## config.mk

```make
export PLATFORM = sky130hd
export DESIGN_NAME = mem_err_logger
export DESIGN_NICKNAME = d
export VERILOG_FILES = /design/src/rtl/mel_pkg.sv /design/src/rtl/mel_prio_arb.sv /design/src/rtl/mel_loc_match.sv /design/src/rtl/mel_sat_cnt.sv /design/src/rtl/mem_err_logger.sv
export SDC_FILE = /design/constraint.sdc
export NUM_CORES = 1
export LEC_CHECK = 0
export BUFFER_PORTS_ARGS = -buffer_cell sky130_fd_sc_hd__buf_2
export CAP_MARGIN = 15
export CORE_ASPECT_RATIO = 1.25
export CORE_UTILIZATION = 55
export CTS_BUF_LIST = sky130_fd_sc_hd__clkbuf_2
export DETAILED_ROUTE_END_ITERATION = 7
export PLACE_DENSITY = 0.95
export SKIP_CTS_REPAIR_TIMING = 1
export SYNTH_ARGS = -nofsm -noshare
export SYNTH_HDL_FRONTEND = slang
export SYNTH_HIERARCHICAL = 1
export SYNTH_SLANG_ARGS = --single-unit
```

## constraint.sdc

```tcl
create_clock -name clk -period 7.3 [get_ports clk]
set_clock_uncertainty 0.2 [all_clocks]
set_input_delay 0.365 -clock clk [delete_from_list [all_inputs] [get_ports clk]]
set_output_delay 0.365 -clock clk [all_outputs]
set_load 0.005 [all_outputs]
```

## src/rtl/mel_pkg.sv

```systemverilog
package mel_pkg;
   localparam int SYN_W      = 64;
   localparam int RAM_CODE_W = 7;
   localparam int FATAL_BIT  = 63;
   localparam int OTH_LSB    = 40;
   localparam int REP_LSB    = 32;
   localparam int VALID_BIT  = 31;
   localparam int RAM_LSB    = 24;
   localparam int WAY_LSB    = 18;
   localparam int IDX_LSB    = 0;
   localparam int MAX_PORTS  = 5;
   localparam int FIELD_CNT_W = 8;
   localparam int FIELD_WAY_W = 4;
   localparam int FIELD_IDX_W = 18;

   typedef enum logic [RAM_CODE_W-1:0] {
      RAM_TAG   = 7'h10,
      RAM_DATA  = 7'h11,
      RAM_SNOOP = 7'h12,
      RAM_DIRTY = 7'h14,
      RAM_REPL  = 7'h18
   } ram_code_e;

   function automatic logic [RAM_CODE_W-1:0] port_code(input int p);
      case (p)
         0:       port_code = RAM_TAG;
         1:       port_code = RAM_DATA;
         2:       port_code = RAM_SNOOP;
         3:       port_code = RAM_DIRTY;
         default: port_code = RAM_REPL;
      endcase
   endfunction
endpackage

```

## src/rtl/mel_prio_arb.sv

```systemverilog
module mel_prio_arb #(
   parameter int N = 5
) (
   input  logic         clk,
   input  logic         rst_n,
   input  logic [N-1:0] req,
   output logic [N-1:0] grant,
   output logic         any,
   output logic         multi
);
   always_comb begin
      grant = '0;
      for (int i = N - 1; i >= 0; i--) begin
         if (req[i]) begin
            grant    = '0;
            grant[i] = 1'b1;
         end
      end
   end

   assign any   = |req;
   assign multi = |(req & (req - 1'b1));

   a_r9_onehot_grant: assert property (@(posedge clk) disable iff (!rst_n)
      $onehot0(grant) && ((grant & ~req) == '0));
   a_r9_grant_when_req: assert property (@(posedge clk) disable iff (!rst_n)
      (req != '0) |-> (grant != '0));
endmodule

```

## src/rtl/mel_loc_match.sv

```systemverilog
module mel_loc_match import mel_pkg::*; #(
   parameter int N      = 5,
   parameter int BANK_W = 2,
   parameter int WAY_W  = 4,
   parameter int IDX_W  = 18
) (
   input  logic [N-1:0]        req,
   input  logic [N*BANK_W-1:0] bank,
   input  logic [N*WAY_W-1:0]  way,
   input  logic [N*IDX_W-1:0]  idx,
   input  logic [RAM_CODE_W-1:0] cap_ram,
   input  logic [BANK_W-1:0]   cap_bank,
   input  logic [WAY_W-1:0]    cap_way,
   input  logic [IDX_W-1:0]    cap_idx,
   output logic                hit_any,
   output logic                miss_any
);
   logic [N-1:0] hit;
   logic [N-1:0] miss;

   for (genvar g = 0; g < N; g++) begin : g_port
      localparam logic [RAM_CODE_W-1:0] CODE = port_code(g);
      logic same;
      assign same = (CODE == cap_ram)
                 && (bank[g*BANK_W +: BANK_W] == cap_bank)
                 && (way[g*WAY_W +: WAY_W]    == cap_way)
                 && (idx[g*IDX_W +: IDX_W]    == cap_idx);
      assign hit[g]  = req[g] &  same;
      assign miss[g] = req[g] & ~same;
   end

   assign hit_any  = |hit;
   assign miss_any = |miss;
endmodule

```

## src/rtl/mel_sat_cnt.sv

```systemverilog
module mel_sat_cnt #(
   parameter int W = 8
) (
   input  logic         clk,
   input  logic         rst_n,
   input  logic         clr,
   input  logic         restart,
   input  logic         seed,
   input  logic         inc,
   output logic [W-1:0] cnt
);
   localparam logic [W-1:0] MAX = {W{1'b1}};

   always_ff @(posedge clk) begin
      if (!rst_n || clr)
         cnt <= '0;
      else if (restart)
         cnt <= {{(W-1){1'b0}}, seed};
      else if (inc && cnt != MAX)
         cnt <= cnt + 1'b1;
   end

   a_r10_no_wrap: assert property (@(posedge clk) disable iff (!rst_n)
      (cnt == MAX && !clr && !restart) |=> cnt == MAX);
   a_r8_one_step: assert property (@(posedge clk) disable iff (!rst_n)
      (!clr && !restart) |=> (cnt == $past(cnt)) || (cnt == $past(cnt) + 1'b1));
endmodule

```

## src/rtl/mem_err_logger.sv

```systemverilog
module mem_err_logger import mel_pkg::*; #(
   parameter int N_RAM  = 5,
   parameter int BANK_W = 2,
   parameter int WAY_W  = 4,
   parameter int IDX_W  = 18,
   parameter int CNT_W  = 8
) (
   input  logic                    clk,
   input  logic                    rst_n,
   input  logic [N_RAM-1:0]        rep_vld,
   input  logic [N_RAM*BANK_W-1:0] rep_bank,
   input  logic [N_RAM*WAY_W-1:0]  rep_way,
   input  logic [N_RAM*IDX_W-1:0]  rep_idx,
   input  logic [N_RAM-1:0]        rep_abort,
   input  logic                    clr_wr,
   output logic [SYN_W-1:0]        syn_word
);
   if (N_RAM < 1 || N_RAM > MAX_PORTS) begin : g_bad_ports
      $error("mem_err_logger: N_RAM out of range");
   end
   if (WAY_W > FIELD_WAY_W || IDX_W > FIELD_IDX_W) begin : g_bad_loc
      $error("mem_err_logger: way or index wider than its field");
   end
   if (CNT_W != FIELD_CNT_W) begin : g_bad_cnt
      $error("mem_err_logger: counter width must match its field");
   end

   logic [N_RAM-1:0]      grant;
   logic                  any_req, multi_req;
   logic                  hit_any, miss_any;
   logic                  valid_q, fatal_q;
   logic [RAM_CODE_W-1:0] ram_q, sel_ram;
   logic [BANK_W-1:0]     bank_q, sel_bank;
   logic [WAY_W-1:0]      way_q, sel_way;
   logic [IDX_W-1:0]      idx_q, sel_idx;
   logic [CNT_W-1:0]      rep_cnt, oth_cnt;
   logic                  capture;

   mel_prio_arb #(.N(N_RAM)) u_arb (
      .clk(clk), .rst_n(rst_n), .req(rep_vld),
      .grant(grant), .any(any_req), .multi(multi_req));

   mel_loc_match #(.N(N_RAM), .BANK_W(BANK_W), .WAY_W(WAY_W), .IDX_W(IDX_W)) u_match (
      .req(rep_vld), .bank(rep_bank), .way(rep_way), .idx(rep_idx),
      .cap_ram(ram_q), .cap_bank(bank_q), .cap_way(way_q), .cap_idx(idx_q),
      .hit_any(hit_any), .miss_any(miss_any));

   always_comb begin
      sel_ram  = '0;
      sel_bank = '0;
      sel_way  = '0;
      sel_idx  = '0;
      for (int i = 0; i < N_RAM; i++) begin
         if (grant[i]) begin
            sel_ram  = port_code(i);
            sel_bank = rep_bank[i*BANK_W +: BANK_W];
            sel_way  = rep_way[i*WAY_W +: WAY_W];
            sel_idx  = rep_idx[i*IDX_W +: IDX_W];
         end
      end
   end

   assign capture = any_req & ~valid_q & ~clr_wr;

   always_ff @(posedge clk) begin
      if (!rst_n || clr_wr) begin
         valid_q <= 1'b0;
         fatal_q <= 1'b0;
         ram_q   <= '0;
         bank_q  <= '0;
         way_q   <= '0;
         idx_q   <= '0;
      end else begin
         if (any_req) valid_q <= 1'b1;
         if (|(rep_vld & rep_abort)) fatal_q <= 1'b1;
         if (capture) begin
            ram_q  <= sel_ram;
            bank_q <= sel_bank;
            way_q  <= sel_way;
            idx_q  <= sel_idx;
         end
      end
   end

   mel_sat_cnt #(.W(CNT_W)) u_rep_cnt (
      .clk(clk), .rst_n(rst_n), .clr(clr_wr), .restart(capture),
      .seed(1'b0), .inc(valid_q & hit_any), .cnt(rep_cnt));

   mel_sat_cnt #(.W(CNT_W)) u_oth_cnt (
      .clk(clk), .rst_n(rst_n), .clr(clr_wr), .restart(capture),
      .seed(multi_req), .inc(valid_q & miss_any), .cnt(oth_cnt));

   always_comb begin
      syn_word = '0;
      syn_word[FATAL_BIT]               = fatal_q;
      syn_word[OTH_LSB +: CNT_W]        = oth_cnt;
      syn_word[REP_LSB +: CNT_W]        = rep_cnt;
      syn_word[VALID_BIT]               = valid_q;
      syn_word[RAM_LSB +: RAM_CODE_W]   = ram_q;
      syn_word[WAY_LSB +: WAY_W]        = way_q;
      syn_word[IDX_LSB +: IDX_W]        = idx_q;
   end

   a_r2_clear_wins: assert property (@(posedge clk) disable iff (!rst_n)
      clr_wr |=> syn_word == '0);
   a_r3_valid_sticky: assert property (@(posedge clk) disable iff (!rst_n)
      (syn_word[VALID_BIT] && !clr_wr) |=> syn_word[VALID_BIT]);
   a_r3_valid_sets: assert property (@(posedge clk) disable iff (!rst_n)
      ((rep_vld != '0) && !clr_wr) |=> syn_word[VALID_BIT]);
   a_r4_fatal_sticky: assert property (@(posedge clk) disable iff (!rst_n)
      (syn_word[FATAL_BIT] && !clr_wr) |=> syn_word[FATAL_BIT]);
   a_r4_fatal_implies_valid: assert property (@(posedge clk) disable iff (!rst_n)
      syn_word[FATAL_BIT] |-> syn_word[VALID_BIT]);
   a_r5_location_held: assert property (@(posedge clk) disable iff (!rst_n)
      (syn_word[VALID_BIT] && !clr_wr) |=> $stable(syn_word[30:0]));
   a_r11_reserved_zero: assert property (@(posedge clk) disable iff (!rst_n)
      syn_word[62:48] == '0 && syn_word[23:22] == '0);
endmodule

```

# [After elaboration in Yosys (flattened, before gate mapping)]
# Cells that the tools add are included.
[word_totals] output_inout_bits=64 register_bits=49
[classes] n_eq_ne=22 muxes=27 n_bitwise=23 n_reduce_logical=26 n_addsub=3
[ops] cell="$eq 18x18->1" n=5
[ops] cell="$mux 18" n=5
[ops] cell="$eq 5x7->1 const A" n=5
[ops] cell="$mux 5" n=6
[ops] cell="$mux 7" n=4
[ops] cell="$reduce_or 5->1" n=5
[ops] cell="$eq 4x4->1" n=5
[ops] cell="$mux 4" n=5
[ops] cell="$logic_and 1x1->1" n=17
[ops] cell="$add 8x1->8 const B" n=2
[ops] cell="$ne 8x8->1 const B" n=2
[ops] cell="$and 1x1->1" n=14
[ops] cell="$and 5x5->5" n=2
[ops] cell="$eq 2x2->1" n=5
[ops] cell="$mux 2" n=5
[ops] cell="$not 1->1" n=7
[ops] cell="$sub 5x1->5 const B" n=1
[ops] cell="$mux 1" n=2
[ops] cell="$reduce_bool 2->1" n=1
[ops] cell="$reduce_or 2->1" n=1
[ops] cell="$logic_not 1->1" n=1
[ops] cell="$logic_or 1x1->1" n=1

# [Longest topological paths before layout]
# Gate-level depths: netlist of run 1.
[logic_depth] depth_word=11 mapped_depth=11 depth_no_buf=10

# [Modules after synthesis]
# The synthesis of run 1 kept the hierarchy.
[by_module_without_submodules] mod="mem_err_logger" cells_per_inst=283 seq_area_each_um2=620.6 area_per_inst_um2=2245.9 instances=1
[by_module_without_submodules] mod="mel_loc_match" cells_per_inst=206 seq_area_each_um2=0.0 area_per_inst_um2=1591.5 instances=1
[by_module_without_submodules] mod="mel_sat_cnt" cells_per_inst=49 seq_area_each_um2=160.2 area_per_inst_um2=457.9 instances=2
[by_module_without_submodules] mod="mel_prio_arb" cells_per_inst=10 seq_area_each_um2=0.0 area_per_inst_um2=80.1 instances=1

# [Worst setup path after synthesis of run 1]
# OpenSTA, ideal clock, no wires.
[synth_path] path_type="reg2reg" start="reg idx_q[3]" end="reg u_rep_cnt.cnt[6]" setup_time_ps=134 path_stages_with_launch=12 t_arrival_ps=2355 path_buffers=1 slack_ps=4611 required_ps=6966 synth_period_minus_slack_ps=2689 cell_sequence="dfxtp_1 buf_6 xnor2_1 nand4_1 or4_1 nor4_2 a222oi_1 nand2_1 and2_1 nand4_1 o311ai_1 o41ai_2"
[synth_between] elab_chain_cells=6 elab_cells_between_ends=18
[synth_rtl] element="start: declaration" line="mem_err_logger.sv:35" rtl="logic [IDX_W-1:0] idx_q, sel_idx;"
[synth_rtl] element="start signal: assignment" line="mem_err_logger.sv:80" rtl="idx_q <= sel_idx;"
[synth_rtl] element="$eq 18x18->1" line="mel_loc_match.sv:27" rtl="&& (idx[g*IDX_W +: IDX_W] == cap_idx);"
[synth_rtl] element="$logic_and 1x1->1" line="mel_loc_match.sv:27"
[synth_rtl] element="$and 1x1->1" line="mel_loc_match.sv:28" rtl="assign hit[g] = req[g] & same;"
[synth_rtl] element="$reduce_or 5->1 (*)" line="mel_loc_match.sv:32" rtl="assign hit_any = |hit;"
[synth_rtl] element="named net hit_any" line="mem_err_logger.sv:30" rtl="logic hit_any, miss_any;"
[synth_rtl] element="$and 1x1->1 (*)" line="mem_err_logger.sv:87" rtl=".seed(1'b0), .inc(valid_q & hit_any), .cnt(rep_cnt));"
[synth_rtl] element="$logic_and 1x1->1 (*)" line="mel_sat_cnt.sv:19" rtl="else if (inc && cnt != MAX)"
[synth_rtl] element="end signal: assignment" line="mel_sat_cnt.sv:18" rtl="cnt <= {{(W-1){1'b0}}, seed};"
[synth_rtl] element="end signal: assignment" line="mel_sat_cnt.sv:20" rtl="cnt <= cnt + 1'b1;"
[synth_rtl] element="end: declaration" line="mel_sat_cnt.sv:10" rtl="output logic [W-1:0] cnt"
# The timed path passes the listed nets; every way through them passes the cells marked *.
# A chain may end at the register's enable or synchronous reset.

# [Final worst setup path of run 1]
[layout_path] start="reg idx_q[17]" end="reg u_oth_cnt.cnt[7]"
[layout_between] elab_chain_cells=7 elab_cells_between_ends=23
[layout_rtl] element="$eq 18x18->1" line="mel_loc_match.sv:27"
[layout_rtl] element="$logic_and 1x1->1" line="mel_loc_match.sv:27"
[layout_rtl] element="$not 1->1" line="mel_loc_match.sv:29" rtl="assign miss[g] = req[g] & ~same;"
[layout_rtl] element="$and 1x1->1" line="mel_loc_match.sv:29"
[layout_rtl] element="$reduce_or 5->1 (*)" line="mel_loc_match.sv:33" rtl="assign miss_any = |miss;"
[layout_rtl] element="named net miss_any" line="mem_err_logger.sv:30"
[layout_rtl] element="$and 1x1->1 (*)" line="mem_err_logger.sv:91" rtl=".seed(multi_req), .inc(valid_q & miss_any), .cnt(oth_cnt));"
[layout_rtl] element="$logic_and 1x1->1 (*)" line="mel_sat_cnt.sv:19"
[layout_rtl] element="end signal: assignment" line="mel_sat_cnt.sv:18"
[layout_rtl] element="end signal: assignment" line="mel_sat_cnt.sv:20"
[layout_rtl] element="end: declaration" line="mel_sat_cnt.sv:10"
# Marked as above.

==> results of run 1 <==
[layout by cell type, fill, tap and decap left out, types with 10 or more instances in the layout]
cell type	synthesis	routed
nand3b_1	24	24
conb_1	1	24
xor2_1	104	104
inv_1	28	28
buf_2	15	177
dfxtp_1	47	47
nand2_1	18	18
nor4_1	26	26
a221oi_2	10	10
xnor2_1	15	15
a221o_1	23	23
o21ai_0	32	32
a221oi_1	14	14
a21oi_1	64	64
nand4_1	16	16
[stage by stage]
| step | area [µm²] | util | total power, mW | cells |
|---|---|---|---|---|
| global route | 5610 | 0.669 | 0.711 | 847 |
| finish | 5610 | 0.669 | 0.690 | 847 |
| CTS | 5610 | 0.669 | 0.676 | 847 |
| floorplan | 4920 | - | 0.436 | 620 |
| global placement | 5550 | 0.662 | 0.522 | 840 |
| detailed placement | 5550 | 0.662 | 0.529 | 840 |
[final cells by class]
cell class / count / area (µm²) / area share
clock buffer: 6 / 30.0 / 0.00535
clock inverter: 1 / 30.0 / 0.00535
inverter: 28 / 105 / 0.0187
multi-input combinational: 467 / 3440 / 0.613
sequential: 47 / 941 / 0.168
tap: 117 / 146 / 0.0261
timing repair buffer: 181 / 916 / 0.163
[path summary, 6_finish.rpt]
path         cells past startpoint              from  slack (ps)          endpoint
max                             10         idx_q[17]        3900  u_oth_cnt/cnt[7]
min                              3       rep_idx[69]           5         idx_q[15]
max reg2reg                     10         idx_q[17]        3900  u_oth_cnt/cnt[7]
min reg2reg                      1  u_oth_cnt/cnt[7]         310  u_oth_cnt/cnt[7]
[flip-flops by register name, indices dropped and copies added, names as in the netlist]
register and count:
ram_q 5, fatal_q 1, u_oth_cnt/cnt 8, bank_q 2
valid_q 1, way_q 4, u_rep_cnt/cnt 8, idx_q 18
[cells by family (layout without fill, tap and decap cells)]
family / after synthesis / in the layout / share of synthesized area
buffers and inverters: 106 / 216 / 0.115
AND/OR/NAND/NOR: 149 / 149 / 0.206
multiplexers: 4 / 4 / 0.00828
AO/OA/AOI/OAI: 167 / 167 / 0.249
flip-flops: 47 / 47 / 0.195
XOR/XNOR: 120 / 120 / 0.219
adder cells (fa/ha/maj): 3 / 3 / 0.00751
other: 1 / 24 / 0.000776
[worst register-to-register path: stages (launching register included)]
cell and delay [ps]:
dfxtp_1 610, xor2_1 260, nor4_1 590, nand4_1 200, o21ai_0 180, and3_1 190, o221ai_1 130, and2_1 260
and4_1 260, and4b_1 200, a211oi_1 240
[metal layers]
metal	track usage	vias to the layer above	share of wire
li1	-	2410	-
met1	0.447	2529	0.34
met2	0.622	532	0.46
met3	0.0731	121	0.12
met4	0.244	0	0.082
met5	0	-	0
[power by group]
group	switching (mW)	internal [mW]	leakage [nW]
Clock	0.0935	0.0575	0.0391
Sequential	0.0245	0.268	0.384
Combinational	0.144	0.103	2.23
Total	0.262	0.428	2.65
==> out/qor.yml, run 1 <==
clocking:
  clk_pin_slew_ps: 260
  cts_tree: "built"
  cts_buffers: 5
  clock_latency_ps: 460
  cts_root_buf: "clkbuf_2"
  htreeDepth: 2
  max-clock-path-buffers: 2
  cts_sinks: 47
detailed_routing:
  wirelength_mm: 17.6
  via_count: 5592
  drt-initial-drc-count: 658
  drcViolationCount: 0
  drtAntennaViolNets: 0
  drtPass1Iterations: 8
  wl_per_cell_um: 20.8
  via_per_inst: 6.60
synth:
  netlist_instances: 597
  synth.most_common_cell: "xor2_1"
  synth.largest_area_cell: "dfxtp_1"
  synthFlopType: "dfxtp_1"
  yosysTopAreaCellShare: 0.195
  ys_warn_count: 6
  synthTopCellsByArea: "dfxtp_1 (19%), xor2_1 (19%), a21oi_1 (6.6%)"
  ys_ff_latch: 47
  yosysUniqueCellTypes: 60
  synth_common_cells: "xor2_1 (104), a21oi_1 (64), dfxtp_1 (47), o21ai_0 (32), clkbuf_1 (29)"
  synth-edff-count: 0
  synth.yosys.seq_area_share: 0.195
  syn_area_um2: 4830
  syn_avg_cell_area_um2: 8.10
  synthArstFlopShare: 0
sta:
  slew_headroom: 0.250
  min_period_over_period: 0.465
  finalHoldViolCount: 0
  setup_viol_count_final: 0
  tightest_slew_ps: 1130
  setup_tns_ps: 0
  maxSlewViolCount: 0
  fin_hold_ws_ps: 5.23
  fmax_mhz: 294
  fin_crit_ps: 3400
  rsz0062_at_grt: "false"
  setup_ws_ps: 3900
setup_path:
  worstPathArrival_ps: 3570
  path_cells: "xor2_1, nor4_1, nand4_1, o21ai_0, and3_1, o221ai_1, and2_1, and4_1, and4b_1, a211oi_1"
  worstPathMaxFanout: 7
  cp_num_buf_inv: 0
  cpPeakStageDelay_ps: 610
  slowest_stage: "dfxtp_1"
  cp-end-kind: "flop"
  critPathKind: "flop to flop"
  start_kind: "flop"
  crit_required_ps: 7480
  path_delay_family: "simple AND/OR/NAND/NOR gates"
layout:
  drive_above_1_share: 0.308
  nets: 865
  fillCellCount: 689
  antenna_cells: 0
  area_growth_pct: 16.0
global_routing:
  grt_pass1_wl_mm: 26.6
  grt_pass1_vias: 5094
  grt_start_max_net_pins: 51
  antenna_found_initial: 0
  grt_usage: 0.378
  grt_overflow: 0
die:
  start_util: 0.577
  dieArea_um2: 9170
  coreArea_um2: 8380
  num_rows: 37
  boundaryPins: 197
  die_w_um: 85.8
  die_y_um: 107
pwr:
  vdd_drop_max_v: 0.000104
  power_density_nw_per_um2: 123
  leakagePower_nw: 2.65
flow_run:
  maxCapViolCount: 0
placement:
  hpwl_mm: 13.1
  dp_slack_ps: 4100
  place.gp.congestion: 0.976
  io_buffers: 177
min_path:
  hold_class: "input pin to flop"
run_status:
  status: "finished clean"
(Power assumes the default switching activity.)
==> run 2: changes to the inputs <==
--- a/config.mk
+++ b/config.mk
@@ -8,10 +8,10 @@
 export BUFFER_PORTS_ARGS = -buffer_cell sky130_fd_sc_hd__buf_2
 export CAP_MARGIN = 15
 export CORE_ASPECT_RATIO = 1.25
-export CORE_UTILIZATION = 55
+export CORE_UTILIZATION = 51
 export CTS_BUF_LIST = sky130_fd_sc_hd__clkbuf_2
 export DETAILED_ROUTE_END_ITERATION = 7
-export PLACE_DENSITY = 0.95
+export PLACE_DENSITY = 0.9
 export SKIP_CTS_REPAIR_TIMING = 1
 export SYNTH_ARGS = -nofsm -noshare
 export SYNTH_HDL_FRONTEND = slang
==> constraint.sdc (replaced) <==
create_clock -name clk -period 3.4 [get_ports clk]
set_clock_uncertainty 0.2 [all_clocks]
set_input_delay 0.17 -clock clk [delete_from_list [all_inputs] [get_ports clk]]
set_output_delay 0.17 -clock clk [all_outputs]
set_load 0.005 [all_outputs]
==> run 2 against run 1 <==
  * The run now ends with design-rule violations left
  * Sequential cell count unchanged
  * Sequential share of layout area down 2.2 points
  * Die area up 7.7%
  * Critical path depth up 1
  * Register-to-register slack worse by 3800 ps
  * Count of clock-buffer cells in the layout down 1
==> out/qor.yml, run 2 (synthesis results as in run 1) <==
detailed_routing:
  routed-wl-met2_mm: 9.39  # +17%
  wl_met1_mm: 6.77  # +12%
  routed.top_layer: "met4"
  via_count: 6149  # +10%
  wl_met3_mm: 2.43  # +15%
  drtPass1Iterations: 8  # unchanged
  wirelength_mm: 20.4  # +16%
  drtAntennaViolNets: 0  # unchanged
  drt-initial-drc-count: 845  # +28%
  via_per_inst: 6.53  # -1.1%
  wl_per_cell_um: 21.7  # +4.4%
  drcViolationCount: 88  # +88
setup_path:
  worstPathMaxFanout: 19  # +12
  cp-end-kind: "flop"
  slowest_stage: "dlygate4sd3_1"
  cp_num_buf_inv: 6  # +6
  start_kind: "input pin"
  worstPathArrival_ps: 3580  # about the same
  critPathKind: "input pin to flop"
  path_cells: "buf_2, dlygate4sd3_1, nor4_1, and2_1, buf_4, nor2b_2, buf_4, a221oi_1, dlygate4sd3_1, a21oi_1, dlygate4sd3_1"
  cp_common_cell: "dlygate4sd3_1"
  crit_required_ps: 3630  # -3850 ps
  path_delay_family: "buffers and inverters"
  cpPeakStageDelay_ps: 600  # about the same
placement:
  place.gp.congestion: 1.00  # +2.6%
  io_buffers: 177  # unchanged
  dp_slack_ps: 370  # -3730 ps
  hpwl_mm: 12.9  # -1.9%
sta:
  min_period_over_period: 0.985
  setup_viol_count_final: 0  # unchanged
  setup_ws_ps: 49.9  # -3850 ps
  fmax_mhz: 299
  finalHoldViolCount: 0  # unchanged
  setup_tns_ps: 0  # unchanged
  slew_headroom: 0.560  # +0.310
  fin_crit_ps: 3350
  maxSlewViolCount: 0  # unchanged
  tightest_slew_ps: 655  # -470 ps
pwr:
  leakagePower_nw: 3.08  # +16%
  p_clk_frac: 0.178  # -0.041
  p_sw_mw: 0.631  # +140%
  power_density_nw_per_um2: 241  # +96%
  totalPowerFinal_mw: 1.56  # +130%
  power_frac_seq: 0.401  # -0.022
  vdd_drop_max_v: 0.000166  # +60%
  pwr-share-comb: 0.421  # +0.063
  power.internal_mw: 0.925  # +120%
  switching_share: 0.405  # +0.0259
die:
  coreArea_um2: 9170  # +9.5%
  start_util: 0.527  # -0.0500
  boundaryPins: 197  # unchanged
  die_w_um: 89.1  # +3.8%
  die_y_um: 111  # +3.8%
  dieArea_um2: 9870  # +7.7%
  num_rows: 39  # +5.4%
clocking:
  htreeDepth: 2  # unchanged
  cts_tree: "built"
  cts_root_buf: "clkbuf_2"
  max-clock-path-buffers: 2  # unchanged
  cts_buffers: 5  # unchanged
  clock_latency_ps: 480  # +20 ps
  cts_sinks: 47  # unchanged
  clk_pin_slew_ps: 320  # +60 ps
global_routing:
  grt_overflow: 0  # unchanged
  grt_usage: 0.343  # -0.0349
  antenna_found_initial: 0  # unchanged
  grt_start_max_net_pins: 52  # +2.0%
  grt_pass1_vias: 4920  # -3.4%
  grt_pass1_wl_mm: 25.8  # -3.1%
layout:
  antenna_cells: 0  # unchanged
  area_growth_pct: 33.5
  nets: 953  # +10%
  drive_above_1_share: 0.284  # -0.0237
  final_common_cell: "buf_2"
  largest_reg_flops: 18  # unchanged
  regMostFlops: "idx_q"
  layout_common_cells: "buf_2 (177), xor2_1 (104), dlygate4sd3_1 (79)"
  reg_top3: "idx_q (18), u_oth_cnt/cnt (8), u_rep_cnt/cnt (8)"
run_status:
  status: "finished, violations left"
  violations: "design-rule violations"
flow_run:
  maxCapViolCount: 0  # unchanged
min_path:
  hold_class: "input pin to flop"
run 2: changes by cell type in the layout (fill, tap and decap cells not counted), moves of 2 or more:
| cell | before | now |
|---|---|---|
| nor2b_1 | 0 | 2 |
| dlygate4sd3_1 | 0 | 79 |
| clkinvlp_4 | 0 | 2 |
| buf_4 | 4 | 13 |
run 2: power by group through the flow:
stage	registers, mW	logic, mW	clock network [mW]
global route	0.628	0.675	0.293
CTS	0.621	0.515	0.278
detailed placement	0.631	0.511	0
finish	0.623	0.656	0.277
floorplan	0.601	0.334	0
global placement	0.629	0.507	0
run 2: layer usage:
metal,up-vias,GRT usage
met5,-,0
met4,0,0.234
met3,178,0.0759
met2,613,0.543
met1,2771,0.404
li1,2587,-
run 2: area by class of cell:
type,count,area [µm²]
timing repair buffer,269,1770
inverter,28,105
clock inverter,3,23.8
fill,710,2720
clock buffer,5,25.0
multi-input combinational,467,3430
tap,123,154
sequential,47,941
run 2: worst paths after layout:
kind         slack [ps]             start  depth (start not counted)               end
max                  50        rep_vld[0]                         11         idx_q[16]
min                 160        rep_vld[3]                          5  u_oth_cnt/cnt[0]
max reg2reg          80         bank_q[0]                         10  u_rep_cnt/cnt[6]
min reg2reg         320  u_oth_cnt/cnt[7]                          1  u_oth_cnt/cnt[7]
run 2: tightest hold or removal path, delay by kind of cell:
kind | cells | cell delay, ps
buf+inv | 1 | 160
simple gates | 2 | 300
compound gates | 2 | 180
run 2: stage by stage:
step	cell area, µm²	hold WS [ps]	instances	utilization
2_1_floorplan	4920	141	620	-
3_3_place_gp	5610	250	855	0.612
3_5_place_dp	5610	275	855	0.612
4_1_cts	5660	-234	863	0.617
5_1_grt	6450	185	942	0.703
6_report	6450	160	942	0.703
==> run 3: changes to the inputs <==
--- a/config.mk
+++ b/config.mk
@@ -5,13 +5,13 @@
 export SDC_FILE = /design/constraint.sdc
 export NUM_CORES = 1
 export LEC_CHECK = 0
-export BUFFER_PORTS_ARGS = -buffer_cell sky130_fd_sc_hd__buf_2
 export CAP_MARGIN = 15
 export CORE_ASPECT_RATIO = 1.25
-export CORE_UTILIZATION = 51
+export CORE_UTILIZATION = 55
 export CTS_BUF_LIST = sky130_fd_sc_hd__clkbuf_2
 export DETAILED_ROUTE_END_ITERATION = 7
-export PLACE_DENSITY = 0.9
+export DONT_BUFFER_PORTS = 1
+export PLACE_DENSITY = 0.79
 export SKIP_CTS_REPAIR_TIMING = 1
 export SYNTH_ARGS = -nofsm -noshare
 export SYNTH_HDL_FRONTEND = slang
==> constraint.sdc (replaced) <==
create_clock -name clk -period 2.8 [get_ports clk]
set_clock_uncertainty 0.2 [all_clocks]
set_input_delay 0.14 -clock clk [delete_from_list [all_inputs] [get_ports clk]]
set_output_delay 0.14 -clock clk [all_outputs]
set_load 0.005 [all_outputs]
==> run 3 against run 2 <==
  * The flow finishes with violations (negative setup slack)
  * Worst hold slack lost 130 ps
  * Global-route usage is 1.9 points higher
  * Utilization rose by 5.7 points
  * Register-to-register slack lost 340 ps
  * Largest cell class unchanged
  * Critical endpoint is now u_rep_cnt/cnt[7]
  * Via count fell by 5.3%
  * Clock power is 19% higher
  * Critical path type is now flop to flop
==> out/qor.yml, run 3 (synthesis results as in run 1) <==
setup_path:
  r2r-end: "u_rep_cnt/cnt[7]"
  worstRegToRegCells: 11  # +1
  critPathKind: "flop to flop"
  r2r_slack_ps: -260  # -340 ps
  path_cells: "xor2_1, nor3_1, nand4_1, nor4_2, a222oi_1, nand2_1, and2_4, buf_4, and4_4, a31oi_1, a211oi_2"
  worstPathMaxFanout: 5  # -14
  cpPeakStageDelay_ps: 570  # -30 ps
  slowest_stage: "dfxtp_1"
  r2r_start: "idx_q[12]"
  cp-end-kind: "flop"
  crit_required_ps: 3020  # -610 ps
  start_kind: "flop"
  worstPathArrival_ps: 3280  # -300 ps
sta:
  rsz0062_at_grt: "true"
  maxSlewViolCount: 0  # unchanged
  setup_ws_ps: -262  # -312 ps
  min_period_over_period: 1.09
  tightest_slew_ps: 601  # -54.5 ps
  setup_viol_count_final: 11  # +11
  finalHoldViolCount: 0  # unchanged
  fin_crit_ps: 3060
  slew_headroom: 0.599  # +0.0397
  fin_hold_ws_ps: 31.4  # -128 ps
  fmax_mhz: 327
layout:
  antenna_cells: 0  # unchanged
  fin_area_um2: 6380  # -1.2%
  reg_top3: "idx_q (18), u_oth_cnt/cnt (8), u_rep_cnt/cnt (8)"
  fin_cells: 840  # -11%
  drive_above_1_share: 0.180  # -0.105
  regMostFlops: "idx_q"
  final_common_cell: "dlygate4sd3_1"
  final_util: 0.761  # +0.0574
  layout_common_cells: "dlygate4sd3_1 (107), xor2_1 (103), a21oi_1 (64)"
  area_growth_pct: 31.9
  largest_reg_flops: 18  # unchanged
  nets: 857  # -10%
  fillCellCount: 546  # -23%
clocking:
  htreeDepth: 2  # unchanged
  clk_pin_slew_ps: 290  # -30 ps
  cts_root_buf: "clkbuf_2"
  cts_sinks: 47  # unchanged
  max-clock-path-buffers: 2  # unchanged
  cts_tree: "built"
  clock_latency_ps: 490  # about the same
  cts_buffers: 5  # unchanged
min_path:
  hold_class: "input pin to flop"
  holdPathEnd: "ram_q[1]"
  worstHoldStart: "rep_vld[3]"
  hold_depth: 5  # unchanged
global_routing:
  grt_overflow: 0  # unchanged
  grt_usage: 0.362  # +0.0189
  grt_pass1_vias: 4836  # -1.7%
  grt_start_max_net_pins: 52  # unchanged
  grt_pass1_wl_mm: 25.3  # -1.9%
  antenna_found_initial: 0  # unchanged
placement:
  dpl_cell_area_um2: 5080  # -9.5%
  dp.cells: 720  # -16%
  hpwl_mm: 12.9  # +0.46%
  dp_slack_ps: -160  # -530 ps
  io_buffers: 0  # -100%
  place.gp.congestion: 0.996  # -0.50%
detailed_routing:
  via_count: 5825  # -5.3%
  via_per_inst: 6.93  # +6.2%
  wl_per_cell_um: 25.2  # +16%
  wirelength_mm: 21.2  # +3.7%
  drtAntennaViolNets: 0  # unchanged
  drt-initial-drc-count: 715  # -15%
  drtPass1Iterations: 6  # -2
  drcViolationCount: 0  # -100%
flow_run:
  maxCapViolCount: 0  # unchanged
pwr:
  vdd_drop_max_v: 0.000206  # +25%
  leakagePower_nw: 2.67  # -13%
  power_density_nw_per_um2: 288  # +20%
run_status:
  violations: "negative setup slack"
  status: "finished, violations left"
die:
  die_y_um: 107  # -3.6%
  die_w_um: 85.8  # -3.6%
  start_util: 0.577  # +0.0500
  num_rows: 37  # -5.1%
  dieArea_um2: 9170  # -7.1%
  coreArea_um2: 8380  # -8.7%
  boundaryPins: 197  # unchanged
==> run 3: changes by cell type in the layout (fill, tap and decap cells not counted), sizes merged <==
cell,delta
buf,-124
clkinv,+2
inv,-1
clkinvlp,-1
dlygate4sd3,+28
==> run 3: through the flow <==
step,power [mW],TNS [ps]
after floorplan,1.14,0
after global placement,1.26,-181
after detailed placement,1.27,-454
after CTS,1.59,-801
after global routing,1.90,-1330
final,1.84,-1040
==> run 3: worst max-delay path by stage <==
stage                     startpoint                to  depth (start not counted)
final                      idx_q[12]  u_rep_cnt/cnt[7]                         11
after detailed placement   idx_q[17]  u_oth_cnt/cnt[7]                         12
after floorplan             idx_q[3]  u_rep_cnt/cnt[6]                         11
after global placement      ram_q[4]  u_oth_cnt/cnt[7]                         10
after global routing        ram_q[4]  u_rep_cnt/cnt[7]                         11
after CTS                  idx_q[17]  u_oth_cnt/cnt[7]                         12
==> run 3: routing by layer <==
metal	vias up	share of wire	track usage
li1	2395	-	-
met1	2753	0.33	0.392
met2	522	0.48	0.634
met3	155	0.11	0.0847
met4	0	0.083	0.221
met5	-	0	0
==> run 3: where the power goes <==
group	internal [mW]	leakage, nW	total, mW	switching, mW
combinational	0.380	2.26	0.764	0.384
clock	0.0601	0.0266	0.330	0.270
sequential	0.699	0.387	0.743	0.0440
total	1.14	2.67	1.84	0.698
==> run 3: layout make-up <==
cell class	instances	area, µm²	share of cell area
Clock inverter	3	20.0	0.00314
Timing Repair Buffer	173	1600	0.250
Multi-Input combinational cell	467	3530	0.554
Sequential cell	47	952	0.149
Inverter	28	105	0.0165
Clock buffer	5	25.0	0.00392
Tap cell	117	146	0.0230
==> run 3: worst max-delay path: cells and delay by family, from the launching register on <==
family | cells | cell delay (ps)
buffers and inverters | 1 | 120
AOI/OAI and AO/OA | 3 | 500
and+or+nand+nor | 6 | 1380
DFF | 1 | 570
xor gates and xnor gates | 1 | 210
